===== src/rtl/irqdel_pkg.sv =====
package irqdel_pkg;

  localparam int unsigned WORD_BYTES  = 4;
  localparam int unsigned ENTRY_BYTES = 16;
  localparam int unsigned ENTRY_WORDS = ENTRY_BYTES / WORD_BYTES;

  typedef enum logic [1:0] {
    FLD_ADDR_LO = 2'd0,
    FLD_ADDR_HI = 2'd1,
    FLD_DATA    = 2'd2,
    FLD_CTRL    = 2'd3
  } entry_field_e;

  typedef struct packed {
    logic [31:0] ctrl;
    logic [31:0] data;
    logic [31:0] addr_hi;
    logic [31:0] addr_lo;
  } vec_entry_t;

  function automatic logic [31:0] entry_field(input vec_entry_t e, input logic [1:0] f);
    case (entry_field_e'(f))
      FLD_ADDR_LO: return e.addr_lo;
      FLD_ADDR_HI: return e.addr_hi;
      FLD_DATA:    return e.data;
      default:     return e.ctrl;
    endcase
  endfunction

  function automatic vec_entry_t entry_update(input vec_entry_t e, input logic [1:0] f,
                                              input logic [31:0] wd);
    vec_entry_t r;
    r = e;
    case (entry_field_e'(f))
      FLD_ADDR_LO: r.addr_lo = wd;
      FLD_ADDR_HI: r.addr_hi = wd;
      FLD_DATA:    r.data    = wd;
      default:     r.ctrl    = wd;
    endcase
    return r;
  endfunction

  function automatic logic [63:0] entry_target(input vec_entry_t e);
    return {e.addr_hi, e.addr_lo};
  endfunction

endpackage


===== src/rtl/irqdel_vec_table.sv =====
module irqdel_vec_table
  import irqdel_pkg::*;
#(
  parameter int unsigned NUM_VEC    = 5,
  parameter int unsigned ADDR_W     = 9,
  parameter int unsigned PBA_OFFSET = 256,
  parameter int unsigned VEC_W      = 3
) (
  input  logic              clk,
  input  logic              rst_n,
  input  logic              reg_valid,
  input  logic              reg_write,
  input  logic              reg_wide,
  input  logic [ADDR_W-1:0] reg_addr,
  input  logic [63:0]       reg_wdata,
  output logic [63:0]       reg_rdata,
  input  logic [NUM_VEC-1:0] pend_bits,
  input  logic [VEC_W-1:0]  look_idx,
  output vec_entry_t        look_entry
);

  localparam int unsigned IDX_W     = ADDR_W - 2;
  localparam int unsigned TBL_WORDS = NUM_VEC * ENTRY_WORDS;
  localparam int unsigned PBA_BITS  = ((NUM_VEC + 63) / 64) * 64;
  localparam int unsigned PBA_WORDS = PBA_BITS / 32;
  localparam int unsigned PBA_BASE  = PBA_OFFSET / WORD_BYTES;
  localparam int unsigned ENT_W     = (NUM_VEC > 1) ? $clog2(NUM_VEC) : 1;

  vec_entry_t          tbl [NUM_VEC];
  logic [PBA_BITS-1:0] pba_img;
  logic [IDX_W-1:0]    lane_idx [2];
  logic                lane_we  [2];
  logic [31:0]         lane_wd  [2];
  logic [31:0]         lane_rd  [2];

  assign pba_img = PBA_BITS'(pend_bits);

  function automatic logic [31:0] read_word(input logic [IDX_W-1:0] w);
    int unsigned wi;
    wi = 32'(w);
    if (wi < TBL_WORDS)
      return entry_field(tbl[ENT_W'(wi / ENTRY_WORDS)], w[1:0]);
    else if (wi >= PBA_BASE && wi < PBA_BASE + PBA_WORDS)
      return pba_img[32*(wi - PBA_BASE) +: 32];
    else
      return 32'h0;
  endfunction

  for (genvar l = 0; l < 2; l++) begin : g_lane
    assign lane_idx[l] = reg_addr[ADDR_W-1:2] + IDX_W'(l);
    assign lane_we[l]  = reg_valid && reg_write && ((l == 0) || reg_wide);
    assign lane_wd[l]  = reg_wdata[32*l +: 32];
    assign lane_rd[l]  = read_word(lane_idx[l]);
  end

  for (genvar e = 0; e < NUM_VEC; e++) begin : g_entry
    vec_entry_t nxt;
    always_comb begin
      nxt = tbl[e];
      for (int l = 0; l < 2; l++) begin
        if (lane_we[l] && (32'(lane_idx[l]) < TBL_WORDS) &&
            (32'(lane_idx[l]) / ENTRY_WORDS == e))
          nxt = entry_update(nxt, lane_idx[l][1:0], lane_wd[l]);
      end
    end
    always_ff @(posedge clk or negedge rst_n) begin
      if (!rst_n) tbl[e] <= '0;
      else        tbl[e] <= nxt;
    end
  end

  assign reg_rdata = (reg_valid && !reg_write) ?
                     {(reg_wide ? lane_rd[1] : 32'h0), lane_rd[0]} : 64'h0;

  assign look_entry = (32'(look_idx) < NUM_VEC) ? tbl[ENT_W'(look_idx)] : '0;

endmodule


===== src/rtl/irqdel_notify_route.sv =====
module irqdel_notify_route #(
  parameter int unsigned NUM_VEC   = 5,
  parameter int unsigned NUM_WIRED = 4,
  parameter int unsigned VEC_W     = 3
) (
  input  logic                 clk,
  input  logic                 rst_n,
  input  logic                 wired_mode,
  input  logic                 ntf_valid,
  input  logic [VEC_W-1:0]     ntf_vec,
  output logic [NUM_WIRED-1:0] irq_pulse,
  output logic                 drop_err,
  output logic [NUM_VEC-1:0]   msg_set
);

  logic                 wired_ok;
  logic                 msg_ok;
  logic                 drop_nxt;
  logic [NUM_WIRED-1:0] pulse_nxt;

  assign wired_ok = 32'(ntf_vec) < NUM_WIRED;
  assign msg_ok   = 32'(ntf_vec) < NUM_VEC;
  assign drop_nxt = ntf_valid && (wired_mode ? !wired_ok : !msg_ok);

  for (genvar i = 0; i < NUM_WIRED; i++) begin : g_wire
    assign pulse_nxt[i] = ntf_valid && wired_mode && (ntf_vec == VEC_W'(i));
  end

  for (genvar i = 0; i < NUM_VEC; i++) begin : g_msg
    assign msg_set[i] = ntf_valid && !wired_mode && (ntf_vec == VEC_W'(i));
  end

  always_ff @(posedge clk or negedge rst_n) begin
    if (!rst_n) begin
      irq_pulse <= '0;
      drop_err  <= 1'b0;
    end else begin
      irq_pulse <= pulse_nxt;
      drop_err  <= drop_nxt;
    end
  end

endmodule


===== src/rtl/irqdel_msg_dispatch.sv =====
module irqdel_msg_dispatch
  import irqdel_pkg::*;
#(
  parameter int unsigned NUM_VEC = 5,
  parameter int unsigned VEC_W   = 3
) (
  input  logic               clk,
  input  logic               rst_n,
  input  logic [NUM_VEC-1:0] msg_set,
  output logic [VEC_W-1:0]   look_idx,
  input  vec_entry_t         look_entry,
  output logic [NUM_VEC-1:0] pend_q,
  output logic [NUM_VEC-1:0] grant,
  output logic               msg_valid,
  input  logic               msg_ready,
  output logic [63:0]        msg_addr,
  output logic [31:0]        msg_data
);

  logic fire;

  function automatic logic [NUM_VEC-1:0] lowest_set(input logic [NUM_VEC-1:0] v);
    return v & (~v + NUM_VEC'(1));
  endfunction

  function automatic logic [VEC_W-1:0] onehot_index(input logic [NUM_VEC-1:0] oh);
    logic [VEC_W-1:0] idx;
    idx = '0;
    for (int i = 0; i < NUM_VEC; i++)
      if (oh[i]) idx = idx | VEC_W'(i);
    return idx;
  endfunction

  assign grant    = msg_valid ? '0 : lowest_set(pend_q);
  assign fire     = |grant;
  assign look_idx = onehot_index(grant);

  always_ff @(posedge clk or negedge rst_n) begin
    if (!rst_n) begin
      pend_q    <= '0;
      msg_valid <= 1'b0;
      msg_addr  <= '0;
      msg_data  <= '0;
    end else begin
      pend_q <= (pend_q & ~grant) | msg_set;
      if (msg_valid && msg_ready) begin
        msg_valid <= 1'b0;
      end else if (fire) begin
        msg_valid <= 1'b1;
        msg_addr  <= entry_target(look_entry);
        msg_data  <= look_entry.data;
      end
    end
  end

endmodule


===== src/rtl/iommu_irq_deliver.sv =====
module iommu_irq_deliver
  import irqdel_pkg::*;
#(
  parameter int unsigned NUM_VEC    = 5,
  parameter int unsigned NUM_WIRED  = 4,
  parameter int unsigned ADDR_W     = 9,
  parameter int unsigned PBA_OFFSET = 256
) (
  input  logic                 clk,
  input  logic                 rst_n,
  input  logic                 wired_mode,
  input  logic                 ntf_valid,
  input  logic [2:0]           ntf_vec,
  input  logic                 reg_valid,
  input  logic                 reg_write,
  input  logic                 reg_wide,
  input  logic [ADDR_W-1:0]    reg_addr,
  input  logic [63:0]          reg_wdata,
  output logic [63:0]          reg_rdata,
  output logic [NUM_WIRED-1:0] irq_pulse,
  output logic                 drop_err,
  output logic                 msg_valid,
  input  logic                 msg_ready,
  output logic [63:0]          msg_addr,
  output logic [31:0]          msg_data
);

  localparam int unsigned VEC_W = 3;

  logic [NUM_VEC-1:0] msg_set;
  logic [NUM_VEC-1:0] pend_q;
  logic [NUM_VEC-1:0] grant;
  logic [VEC_W-1:0]   look_idx;
  vec_entry_t         look_entry;

  irqdel_vec_table #(
    .NUM_VEC(NUM_VEC), .ADDR_W(ADDR_W), .PBA_OFFSET(PBA_OFFSET), .VEC_W(VEC_W)
  ) u_table (
    .clk(clk), .rst_n(rst_n),
    .reg_valid(reg_valid), .reg_write(reg_write), .reg_wide(reg_wide),
    .reg_addr(reg_addr), .reg_wdata(reg_wdata), .reg_rdata(reg_rdata),
    .pend_bits(pend_q), .look_idx(look_idx), .look_entry(look_entry)
  );

  irqdel_notify_route #(
    .NUM_VEC(NUM_VEC), .NUM_WIRED(NUM_WIRED), .VEC_W(VEC_W)
  ) u_route (
    .clk(clk), .rst_n(rst_n), .wired_mode(wired_mode),
    .ntf_valid(ntf_valid), .ntf_vec(ntf_vec),
    .irq_pulse(irq_pulse), .drop_err(drop_err), .msg_set(msg_set)
  );

  irqdel_msg_dispatch #(
    .NUM_VEC(NUM_VEC), .VEC_W(VEC_W)
  ) u_disp (
    .clk(clk), .rst_n(rst_n), .msg_set(msg_set),
    .look_idx(look_idx), .look_entry(look_entry),
    .pend_q(pend_q), .grant(grant),
    .msg_valid(msg_valid), .msg_ready(msg_ready),
    .msg_addr(msg_addr), .msg_data(msg_data)
  );

endmodule


===== config.mk =====
export PLATFORM = sky130hd
export DESIGN_NAME = iommu_irq_deliver
export DESIGN_NICKNAME = d
export VERILOG_FILES = /design/src/rtl/irqdel_pkg.sv /design/src/rtl/irqdel_vec_table.sv /design/src/rtl/irqdel_notify_route.sv /design/src/rtl/irqdel_msg_dispatch.sv /design/src/rtl/iommu_irq_deliver.sv
export SDC_FILE = /design/constraint.sdc
export NUM_CORES = 2
export LEC_CHECK = 0
export BUFFER_PORTS_ARGS = -buffer_cell sky130_fd_sc_hd__buf_2
export CAP_MARGIN = 10
export CELL_PAD_IN_SITES_DETAIL_PLACEMENT = 1
export CELL_PAD_IN_SITES_GLOBAL_PLACEMENT = 1
export CORE_MARGIN = 1
export CORE_UTILIZATION = 53
export CTS_CLUSTER_DIAMETER = 60
export DETAILED_ROUTE_END_ITERATION = 8
export HOLD_SLACK_MARGIN = 0.15
export PLACE_DENSITY_LB_ADDON = 0.1
export SLEW_MARGIN = 20
export SYNTH_ARGS = -nofsm -noshare
export SYNTH_HDL_FRONTEND = slang
export SYNTH_HIERARCHICAL = 1
export SYNTH_SLANG_ARGS = --single-unit

===== constraint.sdc =====
create_clock -name clk -period 9.2 [get_ports clk]
set_input_delay 1.84 -clock clk [delete_from_list [all_inputs] [get_ports clk]]
set_output_delay 1.84 -clock clk [all_outputs]
set_load 0.05 [all_outputs]

==> impl_metrics.csv <==
group,metric,value,unit
status,status,"completed",
critical_path,worstPathRequired,7.36,ns
sta,fin_crit_sh,89.9,%
critical_path,r2r-start,"u_disp/pend_q[2]",
synthesis,avgSynthCellArea,9.31,um^2
cells_and_area,nNetsFinal,5352,
cells_and_area,multiInputGateArea,29300,um^2
critical_path,worst-path-buf-inv,3,
sta,slew_viol_final,0,
critical_path,r2r_end,"u_disp/msg_addr[62]",
clock_network,cts_buffers,98,
sta,max_freq,121,MHz
placed_design,io_buffers,247,
critical_path,crit_fanout,39,
floorplanning,die_height,310,um
critical_path,critical_path.top_delay_family,"compound AO/OA/AOI/OAI gates",
synthesis,syn_inst,5398,
clock_network,cts_buffer_depth,3,
grt,grt_max_degree,174,
critical_path,cp.arrival,6.44,ns
cells_and_area,drive_gt1_share,16.7,%
critical_path,crit_start,"reg_addr[2]",
cells_and_area,area_growth_syn_to_layout,10.2,%
grt,antenna_found_initial,12,
critical_path,end_kind,"output pin",
placed_design,gp_congestion,0.921,
sta,layout_setup_ws,0.925,ns
clock_network,clk_latency,0.72,ns
sta,finalCriticalPeriod,8.28,ns
grt,grt_overflow,0,
critical_path,ff2ff_setup_slack,4.37,ns
floorplanning,rows,112,
critical_path,critPathLaunchType,"input pin",
detailed_routing,wl_per_cell,33.8,um
synthesis,yosys_warnings,6,
pwr,p_per_area,194,nW/um^2
detailed_routing,first_pass_iters,6,
clock_network,clk_pin_slew,0.06,ns
cells_and_area,finish.utilization,59.1,%
grt,grtUsageTotal,45.8,%
synthesis,syn_nets,5487,
floorplanning,initial_utilization,53.7,%
critical_path,cp_cell_sequence,"buf_2 -> ha_4 -> buf_4 -> nand3_1 -> o22ai_4 -> a31oi_1 -> or4_1 -> a31oi_1 -> buf_2",
critical_path,ff2ff_path_depth,10,
grt,grt_pass1_wl,327000,um
critical_path,path_depth,9,
min_path,hold_start,"u_disp/msg_addr[34]",
clock_network,ctsHoldBuffers,0,
pwr,ir_drop,0.000184,V
sta,tns,0,ns
sta,relSlewSlack,12.7,%
floorplanning,io_pins,250,
clock_network,cts_resized,0,
grt,grt_pass1_vias,49500,
floorplanning,dieArea,96100,um^2
clock_network,cts_setup_buffers,0,
clock_network,cts_tree,"built",
floorplanning,fp.dieW,310,um
floorplanning,core_area,93600,um^2
sta,rsz0062_at_grt,"false",
job,maxCapViolCount,0,
cells_and_area,regArea,18700,um^2
sta,holdWs,0.482,ns
cells_and_area,fillers,10500,
critical_path,crit_type,"input pin to output pin",
detailed_routing,drtIter0Drc,6040,
placed_design,dpl.hpwl,128000,um
detailed_routing,avgViaCountPerCell,7.38,
detailed_routing,wirelength,223000,um
detailed_routing,routed-via-count,48700,
critical_path,crit_path_end,"reg_rdata[52]",
critical_path,cpMaxStageDelayCell,"o22ai_4",
detailed_routing,drc,0,
cells_and_area,final_common_cell,"mux2i_1",
sta,setup_viol,0,
clock_network,clockRootBuffer,"clkbuf_16",
clock_network,clock_sinks,747,
placed_design,pre_cts_ws,1.15,ns
detailed_routing,ant_nets,0,
clock_network,htree_levels,3,
cells_and_area,mostFrequentLayoutCells,"1036 x mux2i_1, 747 x dfrtp_1, 641 x nand2_1",
min_path,hp-class,"flip-flop to flip-flop",
sta,tightest_slew,1.30,ns
sta,finalHoldViolations,0,
critical_path,max_stage_delay,0.82,ns
synthesis,synth_area,50300,um^2
pwr,p_leak,26.9,nW
sta,fin_skew,0.0308,ns
-- worst register-to-register path, delay by kind of cell, from the launching register on --
| kind | cells | cell delay [ns] |
|---|---|---|
| AND/OR/NAND/NOR | 3 | 0.70 |
| AO/OA/AOI/OAI | 2 | 0.58 |
| multiplexers | 1 | 0.34 |
| buffers and inverters | 4 | 2.61 |
| flip-flops | 1 | 0.48 |
-- sequential cells by signal, summed over array words and instances (netlist names) --
signal and cells:
u_disp/pend_q 5, u_route/irq_pulse 4, u_disp/msg_data 32, u_disp/msg_valid 1, u_table/tbl 640, u_route/drop_err 1, u_disp/msg_addr 64
-- how the worst min path moves through the flow --
stage	end	slack (ns)	depth (start not counted)
after CTS	u_disp/msg_addr[28]	0.49	1
after global placement	u_disp/msg_addr[36]	0.46	1
after floorplan	u_table/tbl[255]	0.54	2
after global routing	u_disp/msg_addr[10]	0.50	1
final	u_disp/msg_addr[34]	0.48	1
after detailed placement	u_disp/msg_addr[11]	0.47	1
-- through the flow --
stage	std cells	area (um^2)	power [mW]
after floorplan	5398	50300	5.86
after global placement	6415	52000	6.66
after detailed placement	6416	52100	6.74
after CTS	6597	55300	10.7
after global routing	6601	55400	11.0
final	6603	55400	10.7
-- per-layer routing --
| layer | routed length, um | GRT usage, % |
|---|---|---|
| met5 | 85 | 0 |
| met4 | 16600 | 29.8 |
| met3 | 26900 | 12.8 |
| met2 | 96000 | 67.9 |
| met1 | 83700 | 58.8 |
-- final cells by class --
| type | count | share of cell area (%) |
|---|---|---|
| multi-input combinational | 4027 | 53.0 |
| sequential | 747 | 33.8 |
| timing repair buffer | 378 | 4.38 |
| tap | 1254 | 2.83 |
| clock buffer | 131 | 5.00 |
| clock inverter | 50 | 0.902 |
| antenna | 5 | 0.0226 |
| inverter | 11 | 0.0836 |
-- power breakdown --
part	internal [mW]	total (mW)	switching [mW]	leakage [nW]
registers	3.67	4.01	0.342	10.2
clock network	2.27	3.95	1.67	1.59
logic	0.849	2.77	1.92	15.1
(Power assumes the default switching activity.)
